==> config.mk <==
export PLATFORM = sky130hd
export DESIGN_NAME = tpm_matcher
export DESIGN_NICKNAME = d
export VERILOG_FILES = /design/src/rtl/tpm_pkg.sv /design/src/rtl/tpm_req_store.sv /design/src/rtl/tpm_slot_cmp.sv /design/src/rtl/tpm_status_row.sv /design/src/rtl/tpm_matcher.sv
export SDC_FILE = /design/constraint.sdc
export NUM_CORES = 1
export LEC_CHECK = 0
export CORE_MARGIN = 4
export CORE_UTILIZATION = 25
export DETAILED_ROUTE_END_ITERATION = 7
export DONT_BUFFER_PORTS = 1
export PLACE_DENSITY_LB_ADDON = 0.25
export SETUP_SLACK_MARGIN = 0.3
export SYNTH_ARGS = -nofsm -noshare
export SYNTH_HDL_FRONTEND = slang
export SYNTH_SLANG_ARGS = --single-unit
==> constraint.sdc <==
create_clock -name clk -period 2.7 [get_ports clk]
set_input_delay 0.54 -clock clk [delete_from_list [all_inputs] [get_ports clk]]
set_output_delay 0.54 -clock clk [all_outputs]
set_load 0.005 [all_outputs]
==> src/rtl/tpm_pkg.sv <==
package tpm_pkg;
    localparam int NUM_COLS = 7;
    localparam int ENT_W    = 5;
    localparam int DIG_W    = 4;
    localparam int CARE_BIT = 4;
    localparam int HOLD_BIT = 3;
    localparam int ERR_W    = 9;
    localparam int CTL_W    = 11;
    localparam int SR_IDX_W = 4;

    localparam int COL_MAG = 0;
    localparam int COL_PT  = 1;
    localparam int COL_PU  = 2;
    localparam int COL_HT  = 3;
    localparam int COL_HU  = 4;
    localparam int COL_MT  = 5;
    localparam int COL_MU  = 6;

    localparam int ERR_PU  = 0;
    localparam int ERR_PT  = 1;
    localparam int ERR_MU  = 2;
    localparam int ERR_MT  = 3;
    localparam int ERR_HU  = 4;
    localparam int ERR_HT  = 5;
    localparam int ERR_CA  = 6;
    localparam int ERR_CB  = 7;
    localparam int ERR_MAG = 8;

    // significant digit bits per column, column 6 first
    localparam logic [NUM_COLS-1:0][DIG_W-1:0] COL_MASK =
        {4'hF, 4'h7, 4'hF, 4'h3, 4'hF, 4'hF, 4'h7};

    typedef struct packed {
        logic [2:0]       mag;
        logic [3:0]       pt;
        logic [3:0]       pu;
        logic [1:0]       ht;
        logic [3:0]       hu;
        logic [2:0]       mt;
        logic [3:0]       mu;
        logic [CTL_W-1:0] ctl;
        logic [ERR_W-1:0] err;
    } hdr_t;

    typedef enum logic [0:0] {S_IDLE, S_CMP} state_t;
endpackage

==> src/rtl/tpm_req_store.sv <==
module tpm_req_store
    import tpm_pkg::*;
#(
    parameter  int NUM_SLOTS = 4,
    localparam int SLOT_W    = $clog2(NUM_SLOTS)
) (
    input  logic                                          clk,
    input  logic                                          rst_n,
    input  logic                                          cfg_wr,
    input  logic [SLOT_W-1:0]                             cfg_slot,
    input  logic                                          cfg_bank,
    input  logic [2:0]                                    cfg_col,
    input  logic                                          dat_wr,
    input  logic [ENT_W-1:0]                              dat,
    output logic [NUM_SLOTS-1:0][NUM_COLS-1:0][ENT_W-1:0] ent,
    output logic [NUM_SLOTS-1:0]                          bank
);
    localparam logic [2:0] LAST_COL = 3'(NUM_COLS - 1);

    logic [SLOT_W-1:0] slot_q;
    logic [2:0]        col_q;

    always_ff @(posedge clk) begin
        if (!rst_n) begin
            ent    <= '0;
            bank   <= '0;
            slot_q <= '0;
            col_q  <= '0;
        end else if (cfg_wr) begin
            slot_q         <= cfg_slot;
            bank[cfg_slot] <= cfg_bank;
            col_q          <= (cfg_col > LAST_COL) ? 3'd0 : cfg_col;
        end else if (dat_wr) begin
            ent[slot_q][col_q] <= dat;
            col_q              <= (col_q == LAST_COL) ? 3'd0 : col_q + 3'd1;
        end
    end

    a_r2_col_range: assert property (@(posedge clk) disable iff (!rst_n)
        col_q <= LAST_COL);
    a_r2_advance: assert property (@(posedge clk) disable iff (!rst_n)
        (dat_wr && !cfg_wr && col_q != LAST_COL) |=> (col_q == $past(col_q) + 3'd1));
    a_r2_wrap: assert property (@(posedge clk) disable iff (!rst_n)
        (dat_wr && !cfg_wr && col_q == LAST_COL) |=> (col_q == 3'd0));
endmodule

==> src/rtl/tpm_slot_cmp.sv <==
module tpm_slot_cmp
    import tpm_pkg::*;
(
    input  logic [NUM_COLS-1:0][ENT_W-1:0] ent,
    input  hdr_t                           hdr,
    output logic                           hit
);
    logic [NUM_COLS-1:0][DIG_W-1:0] dig;
    logic [NUM_COLS-1:0]            derr;
    logic [NUM_COLS-1:0]            ok;
    logic                           page_err;

    always_comb begin
        dig[COL_MAG] = {1'b0, hdr.mag};
        dig[COL_PT]  = hdr.pt;
        dig[COL_PU]  = hdr.pu;
        dig[COL_HT]  = {2'b00, hdr.ht};
        dig[COL_HU]  = hdr.hu;
        dig[COL_MT]  = {1'b0, hdr.mt};
        dig[COL_MU]  = hdr.mu;

        derr[COL_MAG] = hdr.err[ERR_MAG];
        derr[COL_PT]  = hdr.err[ERR_PT];
        derr[COL_PU]  = hdr.err[ERR_PU];
        derr[COL_HT]  = hdr.err[ERR_HT];
        derr[COL_HU]  = hdr.err[ERR_HU];
        derr[COL_MT]  = hdr.err[ERR_MT];
        derr[COL_MU]  = hdr.err[ERR_MU];

        for (int c = 0; c < NUM_COLS; c++) begin
            ok[c] = !ent[c][CARE_BIT] ||
                    (!derr[c] && (((ent[c][DIG_W-1:0] ^ dig[c]) & COL_MASK[c]) == '0));
        end

        page_err = hdr.err[ERR_MAG] || hdr.err[ERR_PT] || hdr.err[ERR_PU];
        hit      = ent[COL_MAG][HOLD_BIT] && !page_err && (&ok);
    end
endmodule

==> src/rtl/tpm_status_row.sv <==
module tpm_status_row
    import tpm_pkg::*;
(
    input  logic                clk,
    input  logic                rst_n,
    input  logic                cap_en,
    input  hdr_t                cap_hdr,
    input  logic                req_wr,
    input  logic [SR_IDX_W-1:0] sr_idx,
    output logic [7:0]          sr_byte
);
    hdr_t row_q;
    logic found_n_q;
    logic pblf_q;

    always_ff @(posedge clk) begin
        if (!rst_n) begin
            row_q     <= '0;
            found_n_q <= 1'b1;
            pblf_q    <= 1'b0;
        end else begin
            if (cap_en) begin
                row_q     <= cap_hdr;
                found_n_q <= 1'b0;
            end
            if (req_wr)      pblf_q <= 1'b1;
            else if (cap_en) pblf_q <= 1'b0;
        end
    end

    always_comb begin
        unique case (sr_idx)
            4'd0:    sr_byte = {3'b000, row_q.err[ERR_PU], row_q.pu};
            4'd1:    sr_byte = {3'b000, row_q.err[ERR_PT], row_q.pt};
            4'd2:    sr_byte = {3'b000, row_q.err[ERR_MU], row_q.mu};
            4'd3:    sr_byte = {3'b000, row_q.err[ERR_MT], row_q.ctl[0], row_q.mt};
            4'd4:    sr_byte = {3'b000, row_q.err[ERR_HU], row_q.hu};
            4'd5:    sr_byte = {3'b000, row_q.err[ERR_HT], row_q.ctl[2:1], row_q.ht};
            4'd6:    sr_byte = {3'b000, row_q.err[ERR_CA], row_q.ctl[6:3]};
            4'd7:    sr_byte = {3'b000, row_q.err[ERR_CB], row_q.ctl[10:7]};
            4'd8:    sr_byte = {3'b000, found_n_q, 1'b0, row_q.mag};
            4'd9:    sr_byte = {2'b00, pblf_q, 5'b00000};
            default: sr_byte = 8'h00;
        endcase
    end

    a_r10_found_low: assert property (@(posedge clk) disable iff (!rst_n)
        cap_en |=> !found_n_q);
    a_r10_pblf_set: assert property (@(posedge clk) disable iff (!rst_n)
        req_wr |=> pblf_q);
    a_r10_pblf_clear: assert property (@(posedge clk) disable iff (!rst_n)
        (cap_en && !req_wr) |=> !pblf_q);
endmodule

==> src/rtl/tpm_matcher.sv <==
module tpm_matcher
    import tpm_pkg::*;
#(
    parameter  int NUM_SLOTS = 4,
    localparam int SLOT_W    = $clog2(NUM_SLOTS)
) (
    input  logic                 clk,
    input  logic                 rst_n,
    input  logic                 cfg_wr,
    input  logic [SLOT_W-1:0]    cfg_slot,
    input  logic                 cfg_bank,
    input  logic [2:0]           cfg_col,
    input  logic                 dat_wr,
    input  logic [ENT_W-1:0]     dat,
    input  logic                 hdr_valid,
    input  logic [2:0]           hdr_mag,
    input  logic [3:0]           hdr_pt,
    input  logic [3:0]           hdr_pu,
    input  logic [1:0]           hdr_ht,
    input  logic [3:0]           hdr_hu,
    input  logic [2:0]           hdr_mt,
    input  logic [3:0]           hdr_mu,
    input  logic [CTL_W-1:0]     hdr_ctl,
    input  logic [ERR_W-1:0]     hdr_err,
    output logic [NUM_SLOTS-1:0] match_pulse,
    output logic [SLOT_W:0]      match_chap,
    input  logic [SR_IDX_W-1:0]  sr_idx,
    output logic [7:0]           sr_byte
);
    state_t state_q, state_d;
    hdr_t   hdr_in, hdr_q;

    logic [NUM_SLOTS-1:0][NUM_COLS-1:0][ENT_W-1:0] ent;
    logic [NUM_SLOTS-1:0] bank;
    logic [NUM_SLOTS-1:0] hits;
    logic [SLOT_W-1:0]    win_idx;
    logic                 cap_en;

    always_comb begin
        hdr_in.mag = hdr_mag;
        hdr_in.pt  = hdr_pt;
        hdr_in.pu  = hdr_pu;
        hdr_in.ht  = hdr_ht;
        hdr_in.hu  = hdr_hu;
        hdr_in.mt  = hdr_mt;
        hdr_in.mu  = hdr_mu;
        hdr_in.ctl = hdr_ctl;
        hdr_in.err = hdr_err;
    end

    tpm_req_store #(.NUM_SLOTS(NUM_SLOTS)) u_store (
        .clk(clk), .rst_n(rst_n),
        .cfg_wr(cfg_wr), .cfg_slot(cfg_slot), .cfg_bank(cfg_bank), .cfg_col(cfg_col),
        .dat_wr(dat_wr), .dat(dat),
        .ent(ent), .bank(bank)
    );

    for (genvar s = 0; s < NUM_SLOTS; s++) begin : g_slot
        tpm_slot_cmp u_cmp (.ent(ent[s]), .hdr(hdr_q), .hit(hits[s]));
    end

    // state register
    always_ff @(posedge clk) begin
        if (!rst_n) state_q <= S_IDLE;
        else        state_q <= state_d;
    end

    always_comb begin
        unique case (state_q)
            S_IDLE:  state_d = hdr_valid ? S_CMP : S_IDLE;
            S_CMP:   state_d = hdr_valid ? S_CMP : S_IDLE;
            default: state_d = S_IDLE;
        endcase
    end

    always_ff @(posedge clk) begin
        if (!rst_n)         hdr_q <= '0;
        else if (hdr_valid) hdr_q <= hdr_in;
    end

    always_comb begin
        win_idx = '0;
        for (int s = NUM_SLOTS - 1; s >= 0; s--) begin
            if (hits[s]) win_idx = SLOT_W'(s);
        end
    end

    assign cap_en = (state_q == S_CMP) && (|hits);

    // outputs
    always_ff @(posedge clk) begin
        if (!rst_n) begin
            match_pulse <= '0;
            match_chap  <= '0;
        end else begin
            match_pulse <= (state_q == S_CMP) ? hits : '0;
            if (cap_en) match_chap <= {bank[win_idx], win_idx};
        end
    end

    tpm_status_row u_row (
        .clk(clk), .rst_n(rst_n), .cap_en(cap_en), .cap_hdr(hdr_q),
        .req_wr(dat_wr), .sr_idx(sr_idx), .sr_byte(sr_byte)
    );

    a_r7_idle_no_pulse: assert property (@(posedge clk) disable iff (!rst_n)
        (state_q == S_IDLE) |=> (match_pulse == '0));
    a_r6_page_err_block: assert property (@(posedge clk) disable iff (!rst_n)
        (state_q == S_CMP && (hdr_q.err[ERR_MAG] || hdr_q.err[ERR_PT] || hdr_q.err[ERR_PU]))
        |=> (match_pulse == '0));
    a_r8_lowest_wins: assert property (@(posedge clk) disable iff (!rst_n)
        match_pulse[0] |-> (match_chap[SLOT_W-1:0] == '0));

    for (genvar s = 0; s < NUM_SLOTS; s++) begin : g_hold_chk
        a_r4_held_silent: assert property (@(posedge clk) disable iff (!rst_n)
            (state_q == S_CMP && !ent[s][COL_MAG][HOLD_BIT]) |=> !match_pulse[s]);
    end
endmodule

# Word level (Yosys, flattened, before mapping)
# Index checks and enable logic that the tools add are counted.
[op_classes]
reduce_logical = 144
magnitude_cmp = 8
n_mux = 22
add_sub_neg = 1
bitwise = 29
n_eq_ne = 10
[op_table]
columns = ["op", "n"]
rows = [
  ["$bwmux 140", 1],
  ["$logic_not 4->1", 29],
  ["$demux 35 s2", 1],
  ["$xor 4x4->4", 16],
  ["$pmux 6 s10", 1],
  ["$logic_and 1x1->1", 40],
  ["$logic_not 1->1", 36],
  ["$mux 35", 1],
  ["$logic_or 1x1->1", 30],
  ["$reduce_and 7->1", 4],
  ["$xor 3x3->3", 8],
  ["$eq 4x3->1 const B", 4],
  ["$demux 5 s3", 1],
  ["$mux 3", 4],
  ["$lt 2x3->1 const B", 3],
  ["$eq 4x2->1 const B", 2],
  ["$eq 4x4->1 const B", 2],
  ["$mux 2", 4],
  ["$xor 2x2->2", 4],
  ["$mux 1", 5],
  ["$mux 5", 1],
  ["$bwmux 4", 1],
  ["$eq 4x1->1 const B", 1],
  ["$ge 2x1->1 const B", 2],
  ["other kinds (11)", 13],
]
[word_totals]
output_inout_bits = 15
ff_bits = 246
in_bits = 64
word_cells = 268

# Logic depth before layout (Yosys ltp)
[depth]
word_depth = 12
ltp_mapped = 11
mapped_depth_nobuf = 8

# Hierarchy
# From an unflattened synthesis, not the netlist that was laid out.
[unflattened]
hier_cells = 1094
hier_area_um2 = 11151.9
[by_module_without_submodules]
columns = ["mod", "cells_each", "instances", "area_per_inst_um2"]
rows = [
  ["tpm_req_store", 550, 1, 5660.4],
  ["tpm_status_row", 215, 1, 2200.9],
  ["tpm_matcher", 177, 1, 1974.4],
  ["tpm_slot_cmp", 38, 4, 329.1],
]

# Worst setup path after synthesis
# OpenSTA, ideal clock, no wires.
[synth_path]
kind = "input-to-output"
startpoint = "in sr_idx[2]"
endpoint = "out sr_byte[3]"
cell_stages = 6
path_slack_ns = 0.360
t_arrival_ns = 1.800
required_time_ns = 2.160
cell_sequence = "buf_1 -> clkbuf_1 -> mux2i_1 -> o211ai_1 -> o21ai_0 -> a21oi_1"
[synth_between]
elab_chain_len = 2
elab_cells_between_ends = 11
classes_between = "eq/ne: 9; mux: 1; reduce/logical: 1"
[synth_lines]
columns = ["element", "line_no", "source"]
rows = [
  ["from (decl)", "tpm_matcher.sv:27", "input logic [SR_IDX_W-1:0] sr_idx,"],
  ["$eq 4x4->1, or another cell as far along", "tpm_status_row.sv:32", "unique case (sr_idx)"],
  ["$pmux 6 s10 (*)", "tpm_status_row.sv:32", ""],
  ["to (decl)", "tpm_matcher.sv:28", "output logic [7:0] sr_byte"],
]
# Mark *: on every way between the ends. The rest lies on a longest branch, timed or not.

# Worst setup path after layout
[layout_path]
startpoint = "reg hdr_q[23] (netlist name)"
endpoint = "reg match_chap[2]"
[layout_between]
elab_chain_len = 12
elab_cells_between_ends = 32
classes_between = "mux: 6; bitwise: 4; reduce/logical: 22"
[layout_lines]
columns = ["element", "line_no", "source"]
rows = [
  ["from (decl)", "tpm_matcher.sv:31", "hdr_t hdr_in, hdr_q;"],
  ["from (signal assigned)", "tpm_matcher.sv:78", "else if (hdr_valid) hdr_q <= hdr_in;"],
  ["$xor 4x4->4", "tpm_slot_cmp.sv:32", "(!derr[c] && (((ent[c][DIG_W-1:0] ^ dig[c]) & COL_MASK[c]) == '0));"],
  ["$logic_not 4->1", "tpm_slot_cmp.sv:32", ""],
  ["$logic_and 1x1->1", "tpm_slot_cmp.sv:32", ""],
  ["$logic_or 1x1->1", "tpm_slot_cmp.sv:31", "ok[c] = !ent[c][CARE_BIT] ||"],
  ["$reduce_and 7->1", "tpm_slot_cmp.sv:36", "hit = ent[COL_MAG][HOLD_BIT] && !page_err && (&ok);"],
  ["$logic_and 1x1->1", "tpm_slot_cmp.sv:36", ""],
  ["$mux 2 (4 in series)", "tpm_matcher.sv:84", "if (hits[s]) win_idx = SLOT_W'(s);"],
  ["$bmux 1 s2", "tpm_matcher.sv:97", "if (cap_en) match_chap <= {bank[win_idx], win_idx};"],
  ["$mux 1 (not written as such)", "tpm_matcher.sv:97", ""],
  ["to (signal assigned)", "tpm_matcher.sv:97", ""],
  ["to (decl)", "tpm_matcher.sv:26", "output logic [SLOT_W:0] match_chap,"],
]
# Several ways; a longest one is shown, not always the timed one. The select of a mux whose other input is x is not followed.
# A chain may end at the register's enable or synchronous reset.

==> flow_metrics.py <==
metrics = {
    "timing": {
        "slew_headroom_pct": 52.9,
        "fmax_mhz": 426,
        "setup_tns_ns": 0,
        "max_slew.worst_pin.slew_ns": 0.704,
        "period_needed_ns": 2.35,
        "rsz0062_at_grt": "no",
        "finalSetupViolations": 0,
        "hold_violations": 0,
        "finClkSkew_ns": 0.0199,
        "drv_slew": 0,
        "post-route-period-util_pct": 86.9,
    },
    "logic_synthesis": {
        "synth_compound_area_share_pct": 10.6,
        "synth-seq-cells": 234,
        "synthSimpleGateAreaFrac_pct": 21.7,
        "synth_xor_area_share_pct": 7.79,
        "yosysSeqAreaShare_pct": 43.4,
        "synth_area_leaders": "dfxtp_1 (43%), mux2i_1 (11%), nor2b_1 (7.1%), nand3_1 (6.2%), nand2_1 (4.9%)",
        "syn-cell-area_um2": 10800,
        "syn_inst": 1202,
        "ys_warn_count": 0,
        "async_flop_share_pct": 0,
        "yosysTopAreaCell": "dfxtp_1",
        "synth_flop_cell": "dfxtp_1",
        "synth_top_cell_area_share_pct": 43.4,
        "synth_cell_types": 50,
        "synth_edf_count": 0,
        "syn_avg_cell_area_um2": 8.98,
        "synthAdderAreaFrac_pct": 0,
        "synth_top_family_by_area": "simple AND/OR/NAND/NOR gates",
        "synth_mux_area_share_pct": 11.9,
    },
    "place": {
        "io_buffers": 0,
        "finalWeightedCongestion": 0.751,
        "dp_hpwl_um": 20400,
    },
    "finish": {
        "layout.nets": 1246,
        "fin_util_pct": 29.8,
        "area_delta_synth_final_pct": 17.0,
        "final_layout_size_suffix_gt1_share_pct": 13.3,
        "fillers": 4484,
    },
    "global_route": {
        "grt_pass1_wl_um": 47700,
        "antenna_found_initial": 0,
        "grt_max_degree": 273,
        "grt_pass1_vias": 7767,
        "grt_usage_pct": 12.7,
        "overflow": 0,
    },
    "floorplan": {
        "row_count": 75,
        "start_util_pct": 25.5,
        "die_w_um": 216,
        "die_area_um2": 46600,
        "design.portCount": 79,
        "core_area_um2": 42300,
        "die_y_um": 216,
    },
    "status": {
        "outcome": "finished, final reports clean",
    },
    "worst_setup_path": {
        "crit_top_cell": "o31ai_4",
        "critical_path.top_delay_family": "compound AO/OA/AOI/OAI gates",
        "critPathKind": "register to register",
        "path_buf_inv": 2,
        "cp_max_fo": 8,
        "critPathMaxStageDelay_ns": 0.38,
        "end_kind": "register",
        "worstPathArrival_ns": 2.79,
        "required_ns": 3.14,
        "path_cells": "xnor2_2 > nand3_2 > o31ai_4 > buf_6 > nand4_1 > o22ai_2 > o31ai_4 > buf_12 > and3_4 > a31o_2",
        "cp-start-kind": "register",
        "cpMaxStageDelayCell": "dfxtp_4",
    },
    "power_and_ir_drop": {
        "leakage_nw": 4.55,
        "power_per_cell_area_nw_per_um2": 589,
        "worst_ir_drop_vdd_mv": 0.401,
    },
    "clock_network": {
        "numCtsBuffers": 26,
        "clk_latency_ns": 0.55,
        "cts_tree": "done",
        "htreeDepth": 1,
        "clock-root-buffer": "clkbuf_16",
        "clock-sinks": 234,
        "clockBufferDepth": 3,
        "cts.reportedPaths.clkPinSlew_ns": 0.06,
    },
    "drt": {
        "avgRoutedWirePerCell_um": 17.8,
        "drtPass1Iterations": 5,
        "ant_nets": 0,
        "via_per_inst": 4.57,
        "num_vias": 8113,
        "drcViolationCount": 0,
        "drt-total-wl_um": 31600,
        "drt_iter0_markers": 531,
    },
    "flow_run": {
        "maxCapViolCount": 0,
    },
    "worst_hold_path": {
        "hold_path.class": "primary input to register",
    },
}
area by class of cell:
| class | count | area, um^2 | area share, % |
|---|---|---|---|
| clock buffer | 38 | 766 | 6.06 |
| tap | 577 | 722 | 5.72 |
| antenna | 1 | 2.50 | 0.0198 |
| sequential | 234 | 4720 | 37.3 |
| timing repair buffer | 62 | 566 | 4.48 |
| clock inverter | 7 | 48.8 | 0.386 |
| inverter | 1 | 3.75 | 0.0297 |
| multi-input combinational | 857 | 5810 | 46.0 |
layout by cell type, fill, tap and decap left out, types with 4 or more instances in the layout:
| master | n |
|---|---|
| a21oi_1 | 8 |
| dfxtp_1 | 215 |
| clkbuf_8 | 7 |
| and2_1 | 8 |
| o41ai_1 | 4 |
| nor2_1 | 23 |
| mux2i_1 | 121 |
| nand2_1 | 142 |
| nor3_2 | 4 |
| nand3_1 | 132 |
| a31oi_1 | 5 |
| o21ai_0 | 10 |
| xnor2_1 | 45 |
| nor2b_1 | 122 |
| xor2_1 | 45 |
| nand4_1 | 6 |
| clkbuf_1 | 5 |
| o31ai_2 | 5 |
| buf_6 | 6 |
| a21boi_0 | 65 |
| nor3_1 | 5 |
| clkbuf_16 | 29 |
| o31ai_1 | 11 |
| o21ai_1 | 38 |
| clkinv_2 | 5 |
| buf_4 | 51 |
| dfxtp_2 | 16 |
| and3_1 | 5 |
final timing paths:
path	from	to	slack, ns	depth (start not counted)
max	hdr_q[23]	match_chap[2]	0.35	10
min	dat_wr	u_row.pblf_q	0.13	2
max reg2reg	hdr_q[23]	match_chap[2]	0.35	10
min reg2reg	hdr_q[7]	u_row.row_q[7]	0.45	2
flip-flops by register name (all words and copies together) (netlist names):
register and flops:
u_store.slot_q 2, u_row.pblf_q 1, state_q 1, u_store.bank 4
u_row.found_n_q 1, u_row.row_q 43, match_chap 3, u_store.col_q 3
u_store.ent 128, hdr_q 44, match_pulse 4
repair_timing:
item                                    4_1_cts  5_1_grt
endpoints found under the setup margin       46       46
cloned                                        1        5
resized for setup                            26       28
hold buffers                                  0        0
setup buffers                                 5        9
pin swaps                                     5       16
metrics by stage:
step,setup slack [ns],cell area [um^2],total power [mW],cells,hold slack [ns]
floorplan,0.360,10800,4.05,1203,0.423
global placement,0.102,11400,4.07,1711,0.433
detailed placement,0.122,11400,4.07,1711,0.442
CTS,0.315,12300,7.51,1762,0.0651
global route,0.289,12600,7.74,1776,0.133
finish,0.353,12600,7.44,1777,0.130
where the power goes:
part / total, mW / switching (mW) / internal [mW]
Sequential: 3.61 / 0.0994 / 3.52
Combinational: 0.410 / 0.189 / 0.221
Clock: 3.41 / 1.46 / 1.96
Total: 7.44 / 1.74 / 5.69
cell families (layout without fill, tap and decap cells):
logic type | after synthesis | count (layout)
flops | 234 | 234
other cells | 1 | 3
compound gates | 169 | 169
mux | 125 | 125
simple gates | 465 | 465
buf+inv | 112 | 108
xor+xnor | 96 | 96
cells in the mapped netlist, types with 2 or more instances:
cell      count
o21ai_2       2
mux4_2        3
nand2b_1      3
buf_4         2
buf_6         6
nand4_1       6
a31oi_1       5
a21oi_1      11
buf_1        14
nand3b_1      3
o31ai_1      18
nor3_1        8
a221oi_1      2
nand3_1     133
o22ai_1       2
and3_1        6
xor2_1       48
o21ai_0      10
xnor2_1      48
o31a_1        2
or4_1         2
nor2b_1     122
buf_2        14
nor3b_1       3
and2_1        8
clkbuf_1     74
o41ai_1       6
a21boi_0     65
o21ai_1      38
nand2_1     142
nor2_1       23
o221ai_1      2
dfxtp_1     234
mux2i_1     121
per-layer routing:
metal | track usage, % | part of all wire [%]
met4 | 2.71 | 1.4
met1 | 16.8 | 46
met2 | 21.0 | 47
met3 | 3.35 | 5.6
met5 | 0 | 0
(Power assumes the default switching activity.)
